### config.mk
export PLATFORM = sky130hd
export DESIGN_NAME = wdog_top
export DESIGN_NICKNAME = d
export VERILOG_FILES = /design/src/rtl/wdog_pkg.sv /design/src/rtl/wdog_period_dec.sv /design/src/rtl/wdog_counter.sv /design/src/rtl/wdog_rst_gen.sv /design/src/rtl/wdog_top.sv
export SDC_FILE = /design/constraint.sdc
export NUM_CORES = 1
export LEC_CHECK = 0
export ABC_AREA = 1
export BUFFER_PORTS_ARGS = -buffer_cell sky130_fd_sc_hd__buf_2
export CORE_ASPECT_RATIO = 0.5
export CORE_MARGIN = 5
export CORE_UTILIZATION = 28
export CTS_CLUSTER_SIZE = 30
export DETAILED_ROUTE_END_ITERATION = 10
export SETUP_SLACK_MARGIN = 0.2
export SYNTH_ARGS = -nofsm -noshare
export SYNTH_HDL_FRONTEND = slang
export SYNTH_SLANG_ARGS = --single-unit
### constraint.sdc
create_clock -name clk_i -period 5.29 [get_ports clk_i]
set_clock_uncertainty 0.2 [all_clocks]
set_input_delay 0.529 -clock clk_i [delete_from_list [all_inputs] [get_ports clk_i]]
set_output_delay 0.529 -clock clk_i [all_outputs]
set_load 0.1 [all_outputs]
### src/rtl/wdog_pkg.sv
package wdog_pkg;
  localparam int CMD_W = 8;
  localparam logic [CMD_W-1:0] CMD_CLEAR   = 8'h4E;
  localparam logic [CMD_W-1:0] CMD_DISABLE = 8'hB1;

  typedef struct packed {
    logic       en;
    logic [1:0] sel;
    logic       rst_ctl;
  } mode_t;

  localparam mode_t MODE_RST = '{en: 1'b1, sel: 2'b00, rst_ctl: 1'b0};
endpackage

### src/rtl/wdog_period_dec.sv
module wdog_period_dec #(
  parameter int BASE_LOG2 = 15,
  parameter int STEP      = 2,
  localparam int TW = BASE_LOG2 + 3 * STEP + 1
) (
  input  logic [1:0]    sel_i,
  output logic [TW-1:0] term_o
);
  logic [TW-1:0] opts [4];

  for (genvar g = 0; g < 4; g++) begin : g_opt
    assign opts[g] = TW'(1) << (BASE_LOG2 + STEP * g);
  end

  assign term_o = opts[sel_i];
endmodule

### src/rtl/wdog_counter.sv
module wdog_counter #(
  parameter int BASE_LOG2 = 15,
  parameter int STEP      = 2,
  localparam int CW = BASE_LOG2 + 3 * STEP,
  localparam int TW = CW + 1
) (
  input  logic          clk_i,
  input  logic          rst_ni,
  input  logic          clr_i,
  input  logic          run_i,
  input  logic [TW-1:0] term_i,
  output logic          expire_o
);
  logic [CW-1:0] cnt_q;
  logic [TW-1:0] last;

  assign last     = term_i - {{CW{1'b0}}, 1'b1};
  assign expire_o = run_i && !clr_i && ({1'b0, cnt_q} == last);

  always_ff @(posedge clk_i or negedge rst_ni) begin
    if (!rst_ni)       cnt_q <= '0;
    else if (clr_i)    cnt_q <= '0;
    else if (run_i) begin
      if (expire_o)    cnt_q <= '0;
      else             cnt_q <= cnt_q + 1'b1;
    end
  end

  // held count must not move
  assert_hold_R10: assert property (@(posedge clk_i) disable iff (!rst_ni)
    (!run_i && !clr_i) |=> $stable(cnt_q));
  // count never reaches the terminal value
  assert_below_term_R2: assert property (@(posedge clk_i) disable iff (!rst_ni)
    ({1'b0, cnt_q} < term_i));
endmodule

### src/rtl/wdog_rst_gen.sv
module wdog_rst_gen #(
  parameter int PULSE_LEN = 16,
  localparam int RW = $clog2(PULSE_LEN + 1)
) (
  input  logic clk_i,
  input  logic rst_ni,
  input  logic trig_i,
  output logic rst_o
);
  logic [RW-1:0] left_q;

  always_ff @(posedge clk_i or negedge rst_ni) begin
    if (!rst_ni)             left_q <= '0;
    else if (trig_i)         left_q <= RW'(PULSE_LEN);
    else if (left_q != '0)   left_q <= left_q - 1'b1;
  end

  assign rst_o = (left_q != '0);

  // pulse is longer than a single cycle
  assert_pulse_min_R7: assert property (@(posedge clk_i) disable iff (!rst_ni)
    $rose(rst_o) |=> rst_o);
  // no retrigger while the pulse is running
  assert_no_retrig_R7: assert property (@(posedge clk_i) disable iff (!rst_ni)
    rst_o |-> !trig_i);
endmodule

### src/rtl/wdog_top.sv
module wdog_top
  import wdog_pkg::*;
#(
  parameter int BASE_LOG2 = 15,
  parameter int STEP      = 2,
  parameter int PULSE_LEN = 16,
  localparam int TW = BASE_LOG2 + 3 * STEP + 1
) (
  input  logic             clk_i,
  input  logic             rst_ni,
  input  logic             mode_we_i,
  input  logic             mode_en_i,
  input  logic [1:0]       mode_sel_i,
  input  logic             mode_rst_ctl_i,
  input  logic             cmd_we_i,
  input  logic [CMD_W-1:0] cmd_i,
  input  logic             flag_clr_i,
  input  logic             halt_i,
  output logic             en_o,
  output logic [1:0]       sel_o,
  output logic             rst_ctl_o,
  output logic             flag_o,
  output logic             irq_o,
  output logic             wdt_rst_o
);
  mode_t         mode_q;
  logic          active_q, flag_q, irq_q;
  logic          soft_rst, sel_chg, rearm, do_clear, do_dis;
  logic          clr, run, expire, trig;
  logic [TW-1:0] term;

  assign soft_rst = wdt_rst_o;
  assign sel_chg  = mode_we_i && (mode_sel_i != mode_q.sel);
  assign rearm    = mode_we_i && mode_en_i && !active_q;
  assign do_clear = cmd_we_i && (cmd_i == CMD_CLEAR);
  assign do_dis   = cmd_we_i && (cmd_i == CMD_DISABLE) && !mode_q.en;
  assign clr      = soft_rst || do_clear || sel_chg || rearm || !active_q;
  assign run      = active_q && !halt_i && !soft_rst;
  assign trig     = expire && mode_q.rst_ctl;

  always_ff @(posedge clk_i or negedge rst_ni) begin
    if (!rst_ni) begin
      mode_q   <= MODE_RST;
      active_q <= 1'b1;
    end else if (soft_rst) begin
      mode_q   <= MODE_RST;
      active_q <= 1'b1;
    end else begin
      if (mode_we_i) mode_q <= '{en: mode_en_i, sel: mode_sel_i, rst_ctl: mode_rst_ctl_i};
      if (rearm)       active_q <= 1'b1;
      else if (do_dis) active_q <= 1'b0;
    end
  end

  always_ff @(posedge clk_i or negedge rst_ni) begin
    if (!rst_ni) begin
      flag_q <= 1'b0;
      irq_q  <= 1'b0;
    end else begin
      irq_q <= expire && !mode_q.rst_ctl;
      if (soft_rst)                       flag_q <= 1'b0;
      else if (expire && !mode_q.rst_ctl) flag_q <= 1'b1;
      else if (flag_clr_i)                flag_q <= 1'b0;
    end
  end

  wdog_period_dec #(.BASE_LOG2(BASE_LOG2), .STEP(STEP)) u_dec (
    .sel_i  (mode_q.sel),
    .term_o (term)
  );

  wdog_counter #(.BASE_LOG2(BASE_LOG2), .STEP(STEP)) u_cnt (
    .clk_i    (clk_i),
    .rst_ni   (rst_ni),
    .clr_i    (clr),
    .run_i    (run),
    .term_i   (term),
    .expire_o (expire)
  );

  wdog_rst_gen #(.PULSE_LEN(PULSE_LEN)) u_rst (
    .clk_i  (clk_i),
    .rst_ni (rst_ni),
    .trig_i (trig),
    .rst_o  (wdt_rst_o)
  );

  assign en_o      = mode_q.en;
  assign sel_o     = mode_q.sel;
  assign rst_ctl_o = mode_q.rst_ctl;
  assign flag_o    = flag_q;
  assign irq_o     = irq_q;

  // interrupt is a single-cycle pulse
  assert_irq_single_R5: assert property (@(posedge clk_i) disable iff (!rst_ni)
    irq_o |=> !irq_o);
  // flag only rises together with the interrupt
  assert_flag_with_irq_R5: assert property (@(posedge clk_i) disable iff (!rst_ni)
    $rose(flag_o) |-> irq_o);
  // reset pulse restores the mode defaults
  assert_defaults_R7: assert property (@(posedge clk_i) disable iff (!rst_ni)
    wdt_rst_o |=> (en_o && sel_o == 2'b00 && !rst_ctl_o && !flag_o));
  // reset mode never raises the interrupt
  assert_no_irq_in_rst_R7: assert property (@(posedge clk_i) disable iff (!rst_ni)
    wdt_rst_o |-> !irq_o);
endmodule

Word-level counts from Yosys, hierarchy flattened
Index checks and enable logic that the tools add are counted.
Widths: inputs -> output; s select.
{"block": "word_totals", "ff_bits": 33, "in_bits": 18, "output_inout_bits": 7, "elab_cells": 61}
{"block": "op_classes", "add_sub_neg": 3, "n_lt_le_gt_ge": 1, "eq_ne": 4, "n_mux": 16, "bitwise": 1, "n_reduce_logical": 28}
{"cell": "$mux 21", "n": 3}
{"cell": "$bmux 22 s2", "n": 1}
{"cell": "$mux 22", "n": 2}
{"cell": "$eq 21x22->1", "n": 1}
{"cell": "$sub 22x1->22 const B", "n": 1}
{"cell": "$add 21x1->21 const B", "n": 1}
{"cell": "$logic_and 1x1->1", "n": 12}
{"cell": "$mux 5", "n": 2}
{"cell": "$eq 8x7->1 const B", "n": 1}
{"cell": "$eq 8x8->1 const B", "n": 1}
{"cell": "$mux 4", "n": 2}
{"cell": "$logic_not 1->1", "n": 6}
{"cell": "$mux 1", "n": 6}
{"cell": "$reduce_bool 2->1", "n": 3}
{"cell": "$reduce_bool 3->1", "n": 2}
{"cell": "$reduce_bool 5->1", "n": 1}
{"cell": "$sub 5x1->5 const B", "n": 1}
{"cell": "$logic_or 1x1->1", "n": 4}
{"cell": "$ge 3x3->1 const B", "n": 1}
{"cell": "$not 2->3", "n": 1}
{"cell": "$ne 2x2->1", "n": 1}

Depth between registers and ports, before layout
Gate-level depths: netlist of the first run.
{"block": "logic_depth", "depth_word": 12, "mapped_depth": 11, "mapped_depth_nobuf": 11}

By module
A second synthesis of the first run with hierarchy kept.
{"block": "unflattened", "cells_unflattened": 498, "area_unflattened_um2": 3153.0}
{"mod": "wdog_counter", "n_inst": 1, "cells_each": 376, "area_each_um2": 2311.0, "seq_area_each_um2": 525.5}
{"mod": "wdog_top", "n_inst": 1, "cells_each": 63, "area_each_um2": 416.6, "seq_area_each_um2": 177.7}
{"mod": "wdog_rst_gen", "n_inst": 1, "cells_each": 33, "area_each_um2": 260.2, "seq_area_each_um2": 125.1}
{"mod": "wdog_period_dec", "n_inst": 1, "cells_each": 26, "area_each_um2": 165.2, "seq_area_each_um2": 0.0}

Worst setup path after synthesis of the first run
Ideal clock, no wire load.
{"block": "synth_path", "kind": "reg-to-reg", "from": "register mode_q, in the netlist sel_o[1]", "to": "register u_cnt.cnt_q[12]", "setup_ns": 0.129, "arrival_time_ns": 2.032, "required_time_ns": 4.961, "slack_ns": 2.929, "path_stages_with_launch": 10, "path_cell_list": "dfrtp_1 -> buf_4 -> nand2_1 -> o21ai_1 -> nand2_1 -> nor2_1 -> nand2_1 -> nand2_4 -> buf_6 -> o22ai_2"}
{"block": "synth_between", "elab_chain_cells": 11, "elab_cells_between_ends": 18, "cone_classes": "1 x add/sub; 2 x eq/ne; 6 x mux; 1 x bitwise; 8 x reduce/logical"}
{"element": "start: declaration", "line_no": "wdog_top.sv:26", "source": "mode_t mode_q;"}
{"element": "start signal: assignment", "line_no": "wdog_top.sv:49", "source": "if (mode_we_i) mode_q <= '{en: mode_en_i, sel: mode_sel_i, rst_ctl: mode_rst_ctl_i};"}
{"element": "parallel branches: the longest is 11 deep, another holds $sub 22x1->22"}
{"element": "end signal: assignment", "line_no": "wdog_counter.sv:25", "source": "else cnt_q <= cnt_q + 1'b1;"}
{"element": "end: declaration", "line_no": "wdog_counter.sv:14", "source": "logic [CW-1:0] cnt_q;"}
Several ways; the timed one is not identified. The select of a mux whose other input is x is not followed.
A chain may end at the register's enable or synchronous reset.

Final worst setup path of the first run
{"block": "layout_path", "from": "register u_rst.left_q[0]", "to": "output port wdt_rst_o"}
{"block": "layout_between", "elab_chain_cells": 1}
{"element": "start: declaration", "line_no": "wdog_rst_gen.sv:10", "source": "logic [RW-1:0] left_q;"}
{"element": "start signal: assignment", "line_no": "wdog_rst_gen.sv:14", "source": "else if (trig_i) left_q <= RW'(PULSE_LEN);"}
{"element": "start signal: assignment", "line_no": "wdog_rst_gen.sv:15", "source": "else if (left_q != '0) left_q <= left_q - 1'b1;"}
{"element": "$reduce_bool 5->1", "line_no": "wdog_rst_gen.sv:18", "source": "assign rst_o = (left_q != '0);"}
{"element": "end: declaration", "line_no": "wdog_top.sv:24", "source": "output logic wdt_rst_o"}
No other way between the ends.

==> results of run 1 <==
## critical path: stages (launching register included)
cell and delay [ps]:
dfrtp_1 340, inv_1 80, ha_1 190, inv_1 50, nor2_1 50, nand2_4 130
buf_2 450
## worst max path at each step
stage / from / cells past startpoint / endpoint
2_1_floorplan: sel_o[1]$_DFFE_PN0P_ / 9 / u_cnt.cnt_q[12]$_DFFE_PN0P_
3_3_place_gp: u_rst.left_q[0]$_DFFE_PN0P_ / 10 / u_cnt.cnt_q[4]$_DFFE_PN0P_
6_report: u_rst.left_q[0]$_DFFE_PN0P_ / 6 / wdt_rst_o
4_1_cts: u_rst.left_q[0]$_DFFE_PN0P_ / 6 / wdt_rst_o
3_5_place_dp: u_rst.left_q[0]$_DFFE_PN0P_ / 10 / u_cnt.cnt_q[11]$_DFFE_PN0P_
5_1_grt: u_rst.left_q[1]$_DFFE_PN0P_ / 6 / wdt_rst_o
## cells by family (layout without fill, tap and decap cells)
logic type	Yosys count	after routing
buf+inv	40	67
xor+xnor	21	21
simple gates	160	160
flops	33	33
compound gates	32	32
fa+ha+maj	3	3
## stage by stage
| stage | cells | instance area (µm²) |
|---|---|---|
| 2_1_floorplan | 289 | 2210 |
| 3_3_place_gp | 416 | 2430 |
| 3_5_place_dp | 416 | 2430 |
| 4_1_cts | 424 | 2590 |
| 5_1_grt | 424 | 2590 |
| 6_report | 424 | 2590 |
## placed cells by master (no fill, tap or decap), types with 5 or more instances in the layout
cell type / n
o22ai_2: 5
clkbuf_16: 5
buf_2: 24
o21ai_0: 15
xor2_1: 19
nand2_1: 74
nand3_1: 23
nand4_1: 6
dfrtp_1: 31
o21ai_2: 5
nor2_1: 37
inv_1: 32
## sequential cells by signal, summed over array words and instances (netlist names)
register	count
irq_o	1
sel_o	2
u_cnt.cnt_q	21
u_rst.left_q	5
active_q	1
flag_o	1
rst_ctl_o	1
en_o	1
## area by class of cell
class | instances | share of cell area (%)
timing repair buffer | 24 | 4.64
sequential | 33 | 32.0
tap | 108 | 5.22
inverter | 35 | 5.08
multi-input combinational | 216 | 46.9
clock buffer | 7 | 5.90
clock inverter | 1 | 0.194
## power groups by stage
stage / Clock (mW) / Sequential, mW / Combinational (mW)
after CTS: 0.311 / 0.267 / 0.0835
after detailed placement: 0 / 0.271 / 0.0832
final: 0.302 / 0.267 / 0.0819
after global placement: 0 / 0.272 / 0.0824
after floorplan: 0 / 0.289 / 0.0406
after global routing: 0.324 / 0.268 / 0.0910
## layer usage
layer	global-route usage, %	part of all wire (%)	up-vias	wire length [µm]
li1	-	-	979	-
met1	16.3	51	850	2620
met2	16.1	43	34	2230
met3	3.24	4.7	4	243
met4	3.35	0.86	0	44
met5	0	0	-	0
==> impl_metrics.env, run 1 <==
export IMPL_status="finished, final reports clean"
export IMPL_ff2ff_setup_slack_ps=3200
export IMPL_drc=0
export IMPL_die_h_um=72.9
export IMPL_start_util_pct=29.5
export IMPL_register_area_um2=828
export IMPL_switching_power_mw=0.172
export IMPL_p_clk_share_pct=46.4
export IMPL_finalCriticalPeriod_ps=2300
export IMPL_clk_pin_slew_ps=60
export IMPL_grt_ovfl_total=0
export IMPL_pwr_density_cell_nw_per_um2=252
export IMPL_layout_nets=336
export IMPL_cp_required_ps=4560
export IMPL_cap_violations=0
export IMPL_worstMarginPinSlew_ps=761
export IMPL_synth_distinct_cells=35
export IMPL_vdd_ir_drop_max_uv=120
export IMPL_timing_fmax_mhz=435
export IMPL_synth_avg_cell_area_um2=7.66
export IMPL_rr_worst_depth=10
export IMPL_die_area_um2=9890
export IMPL_fin_crit_sh_pct=43.4
export IMPL_combPwrFrac_pct=12.6
export IMPL_multi_input_area_um2=1210
export IMPL_hold_slack_ps=122
export IMPL_grt_total_usage_pct=11.3
export IMPL_crit_type="reg -> out"
export IMPL_setup_viol=0
export IMPL_slew_limit_headroom_pct=49.3
export IMPL_switching_share_pct=26.4
export IMPL_synth_area_top_cells="dfrtp_1, nand2_1, xor2_1"
export IMPL_yosys_area_share_simple_pct=34.9
export IMPL_synth_largest_area_cell="dfrtp_1"
export IMPL_avgRoutedWirePerCell_um=12.1
export IMPL_syn_area_um2=2210
export IMPL_hpwl_um=3970
export IMPL_p_int_mw=0.480
export IMPL_synth_top_family_by_area="simple AND/OR/NAND/NOR gates"
export IMPL_worst_hold_path_type="in -> async"
export IMPL_ys_seq_area_share_pct=37.4
export IMPL_fillers=809
export IMPL_cts_tree="done"
export IMPL_power_leakage_nw=1.15
export IMPL_critPathMaxFanout=8
export IMPL_post_cts_resized=0
export IMPL_postCtsSetupBuffers=0
export IMPL_io_pins=25
export IMPL_clkSinkCount=33
export IMPL_yosys_area_share_adder_pct=1.70
export IMPL_diodes=0
export IMPL_post_synth_top_area_fraction_pct=35.0
export IMPL_layout_setup_ws_ps=2990
export IMPL_synth_common_cells="nand2_1, nor2_1, inv_1, dfrtp_1, nand3_1"
export IMPL_rsz0062_at_grt="false"
export IMPL_dieWidth_um=136
export IMPL_end_kind="output port"
export IMPL_synth_compound_area_share_pct=9.95
export IMPL_grt_pass1_vias=1759
export IMPL_area_growth_pct=16.8
export IMPL_holdBufCountCts=0
export IMPL_syn_nets=310
export IMPL_fin_util_pct=34.4
export IMPL_portBuffers=24
export IMPL_synthXorXnorAreaFrac_pct=8.31
export IMPL_synthFlopType="dfrtp_1"
export IMPL_drt_first_iter_violations=92
export IMPL_clk_path_buf_depth=2
export IMPL_ant_nets=0
export IMPL_drive_gt1_share_pct=19.6
export IMPL_reg2reg_to="u_cnt.cnt_q[11]$_DFFE_PN0P_"
export IMPL_cts_root_buf="clkbuf_16"
export IMPL_antenna_found_initial=0
export IMPL_grt_max_degree=34
export IMPL_first_pass_iters=4
export IMPL_muxShareOfSynthArea_pct=0
export IMPL_power_mw=0.651
export IMPL_numCtsBuffers=5
export IMPL_grt_pass1_wl_um=8760
export IMPL_yosysMostFrequentCell="nand2_1"
export IMPL_ys_warn_count=0
export IMPL_ys_ff_latch=33
export IMPL_pwr_share_seq_pct=41.0
export IMPL_worstSetupStartpointType="register"
export IMPL_netlist_instances=289
export IMPL_pre_cts_slack_ps=3210
export IMPL_rr_startpoint="u_rst.left_q[0]$_DFFE_PN0P_"
export IMPL_viasPerCell=4.40
export IMPL_rows=22
export IMPL_place_gp_congestion=0.836
export IMPL_synthArstFlopShare_pct=100
export IMPL_vias=1867
export IMPL_routed_wl_um=5140
export IMPL_crit_arrival_ps=1570
export IMPL_drv_slew=0
export IMPL_synth_edf_count=0
export IMPL_worstSkewPairLatency_ps=280
export IMPL_coreArea_um2=7510
export IMPL_cts_htree_levels=2
export IMPL_timing_setup_tns_ps=0
export IMPL_hold_viol=0
No activity file was read; power rests on OpenSTA's default activity.
==> run 2, diff against run 1 <==
ABC_AREA = 0   (was 1)
clock period = 2 ns   (was 5.29 ns; I/O delays follow)
==> run 2 against run 1 <==
Effect of this change: the flow now finishes with violations (setup timing); first-iteration DRC count is 8.7% higher; clock-buffer cell count is 1 higher; global-route usage is 1.2 points higher; critical path type is now reg -> reg.
==> impl_metrics.env, run 2 <==
export IMPL_antenna_found_initial=0
export IMPL_ys_warn_count=0
export IMPL_cts_tree="done"
export IMPL_rows=21
export IMPL_synth_area_top_cells="dfrtp_1, xor2_1, a21oi_1"
export IMPL_io_pins=25
export IMPL_vias=1809
export IMPL_viasPerCell=5.01
export IMPL_yosysMostFrequentCell="dfrtp_1"
export IMPL_grt_ovfl_total=0
export IMPL_largest_register_ffs=21
export IMPL_worstHoldStart="mode_sel_i[1]"
export IMPL_rr_startpoint="sel_o[1]$_DFFE_PN0P_"
export IMPL_drive_gt1_share_pct=39.8
export IMPL_pwr_density_cell_nw_per_um2=615
export IMPL_post_synth_top_area_fraction_pct=41.0
export IMPL_hpwl_um=3610
export IMPL_worstPathCellList="or4_4 -> a32o_2 -> buf_12 -> o211ai_1 -> a21oi_1"
export IMPL_combPwrFrac_pct=17.1
export IMPL_fin_crit_sh_pct=102
export IMPL_synth_distinct_cells=43
export IMPL_ant_nets=0
export IMPL_avgRoutedWirePerCell_um=14.5
export IMPL_cp_required_ps=1950
export IMPL_portBuffers=24
export IMPL_ys_seq_area_share_pct=43.8
export IMPL_cp_num_buf_inv=1
export IMPL_clkSinkCount=33
export IMPL_hold_viol=0
export IMPL_layout_commonest_cell="buf_4"
export IMPL_clk_path_buf_depth=2
export IMPL_synthArstFlopShare_pct=100
export IMPL_diodes=0
export IMPL_violations="setup timing"
export IMPL_place_gp_congestion=0.822
export IMPL_cts_root_buf="clkbuf_16"
export IMPL_start_util_pct=28.6
export IMPL_die_area_um2=8600
export IMPL_crit_arrival_ps=1990
export IMPL_crit_family="compound AO/OA/AOI/OAI gates"
export IMPL_critPathMaxFanout=12
export IMPL_crit_type="reg -> reg"
export IMPL_routed_wl_um=5230
export IMPL_p_int_mw=1.27
export IMPL_drt_first_iter_violations=100
export IMPL_final_cell_mix="buf_4, dfrtp_1, buf_2"
export IMPL_area_growth_pct=48.5
export IMPL_synth_largest_area_cell="dfrtp_1"
export IMPL_fin_util_pct=42.4
export IMPL_drv_slew=0
export IMPL_coreArea_um2=6620
export IMPL_numCtsBuffers=5
export IMPL_pre_cts_slack_ps=-45.9
export IMPL_ff2ff_setup_slack_ps=-40
export IMPL_first_pass_iters=4
export IMPL_rsz0062_at_grt="true"
export IMPL_timing_setup_tns_ps=-100
export IMPL_top_register="u_cnt.cnt_q"
export IMPL_drc=0
export IMPL_switching_share_pct=26.7
export IMPL_grt_pass1_vias=1825
export IMPL_synthFlopType="dfrtp_1"
export IMPL_cap_violations=0
export IMPL_setup_viol=6
export IMPL_reg2reg_to="u_cnt.cnt_q[11]$_DFFE_PN0P_"
export IMPL_slew_limit_headroom_pct=67.6
export IMPL_worstSkewPairLatency_ps=270
export IMPL_syn_area_um2=1890
export IMPL_layout_setup_ws_ps=-42.9
export IMPL_layout_nets=289
export IMPL_min_path_cells=3
export IMPL_power_leakage_nw=1.29
export IMPL_cts_htree_levels=2
export IMPL_min_to="sel_o[1]$_DFFE_PN0P_"
export IMPL_die_h_um=68.1
export IMPL_dieWidth_um=126
export IMPL_finalCriticalPeriod_ps=2040
export IMPL_netlist_instances=197
export IMPL_worst_hold_path_type="in -> reg"
export IMPL_pwr_share_seq_pct=41.0
export IMPL_switching_power_mw=0.462
export IMPL_worstMarginPinSlew_ps=490
export IMPL_worstSetupStartpointType="register"
export IMPL_vdd_ir_drop_max_uv=280
export IMPL_status="finished with violations"
export IMPL_synth_avg_cell_area_um2=9.60
export IMPL_clk_pin_slew_ps=50
export IMPL_timing_fmax_mhz=489
export IMPL_grt_pass1_wl_um=8560
export IMPL_grt_max_degree=23
export IMPL_synth_common_cells="dfrtp_1, nor2_1, a21oi_1, nand2_1, nand3_1"
export IMPL_slowest_delay_ps=510
export IMPL_grt_total_usage_pct=12.5
export IMPL_ys_ff_latch=33
export IMPL_syn_nets=218
export IMPL_synth_edf_count=0
export IMPL_end_kind="register"
export IMPL_rr_worst_depth=5
export IMPL_cp_slowest_cell="or4_4"
export IMPL_p_clk_share_pct=41.9
-- run 2: cell types whose count changed after synthesis, sizes merged, moves of 8 or more --
cell	change
a21oi	+12
inv	-27
nand2	-63
nand3	-15
nor2	-23
nor3	+8
o21ai	-11
xor2	-10
-- run 2: per-layer routing --
layer  vias up  part of all wire, %  track usage, %  routed length [µm]
li1        870                    -               -                   -
met1       888                   42            13.6                2170
met2        44                   52            23.5                2710
met3         7                  4.9            3.04                 254
met4         0                  1.7            6.28                  90
met5         -                    0               0                   0
-- run 2: cell families (layout without fill, tap and decap cells) --
logic type	after synthesis	in the layout	synth area share, %
AOI/OAI and AO/OA	38	38	12.4
muxes	3	3	1.59
DFF	33	33	43.8
and+or+nand+nor	91	91	30.2
buffers and inverters	13	85	2.71
adders and majority gates	3	3	1.98
xor gates and xnor gates	16	16	7.41
-- run 2: worst max-delay path by stage --
stage,depth (start not counted),endpoint,start
6_report,5,u_cnt.cnt_q[11]$_DFFE_PN0P_,sel_o[1]$_DFFE_PN0P_
4_1_cts,5,u_cnt.cnt_q[11]$_DFFE_PN0P_,sel_o[1]$_DFFE_PN0P_
3_3_place_gp,7,u_cnt.cnt_q[7]$_DFFE_PN0P_,sel_o[0]$_DFFE_PN0P_
5_1_grt,5,u_cnt.cnt_q[11]$_DFFE_PN0P_,sel_o[1]$_DFFE_PN0P_
2_1_floorplan,5,u_cnt.cnt_q[11]$_DFFE_PN0P_,sel_o[1]$_DFFE_PN0P_
3_5_place_dp,4,irq_o$_DFF_PN0_,sel_o[1]$_DFFE_PN0P_
-- run 2: area by class of cell --
cell class | instances | area (µm²)
fill | 642 | 3810
multi-input combinational | 151 | 1150
sequential | 33 | 836
timing repair buffer | 70 | 547
clock buffer | 8 | 136
tap | 92 | 115
inverter | 7 | 28.8
-- run 2: power by group through the flow --
stage	combinational [mW]	sequential [mW]	clock, mW
floorplan	0.0842	0.784	0
global placement	0.248	0.716	0
detailed placement	0.253	0.717	0
CTS	0.265	0.706	0.740
global route	0.319	0.711	0.777
finish	0.295	0.709	0.723
-- run 2: metrics by stage --
stage | area [µm²] | power [mW] | std cells | hold WS, ps
after floorplan | 1930 | 0.868 | 197 | -296
after global placement | 2340 | 0.964 | 334 | -84.7
after detailed placement | 2340 | 0.970 | 334 | -78.1
after CTS | 2590 | 1.71 | 348 | 17.0
after global routing | 2810 | 1.81 | 361 | 36.9
final | 2810 | 1.73 | 361 | 20.5
-- run 2: worst reg2reg max path: cells and delay by family, from the launching register on --
family | cells | cell delay, ps
simple gates | 1 | 510
compound gates | 3 | 580
flops | 1 | 470
buf+inv | 1 | 160
-- run 2: timing repair --
action | CTS | global route
buffers inserted | 3 | 13
pin swaps | 6 | 14
setup endpoints to repair | 27 | 28
resized for setup | 16 | 26
hold buffers | 3 | 0
hold endpoints to repair | 15 | 0
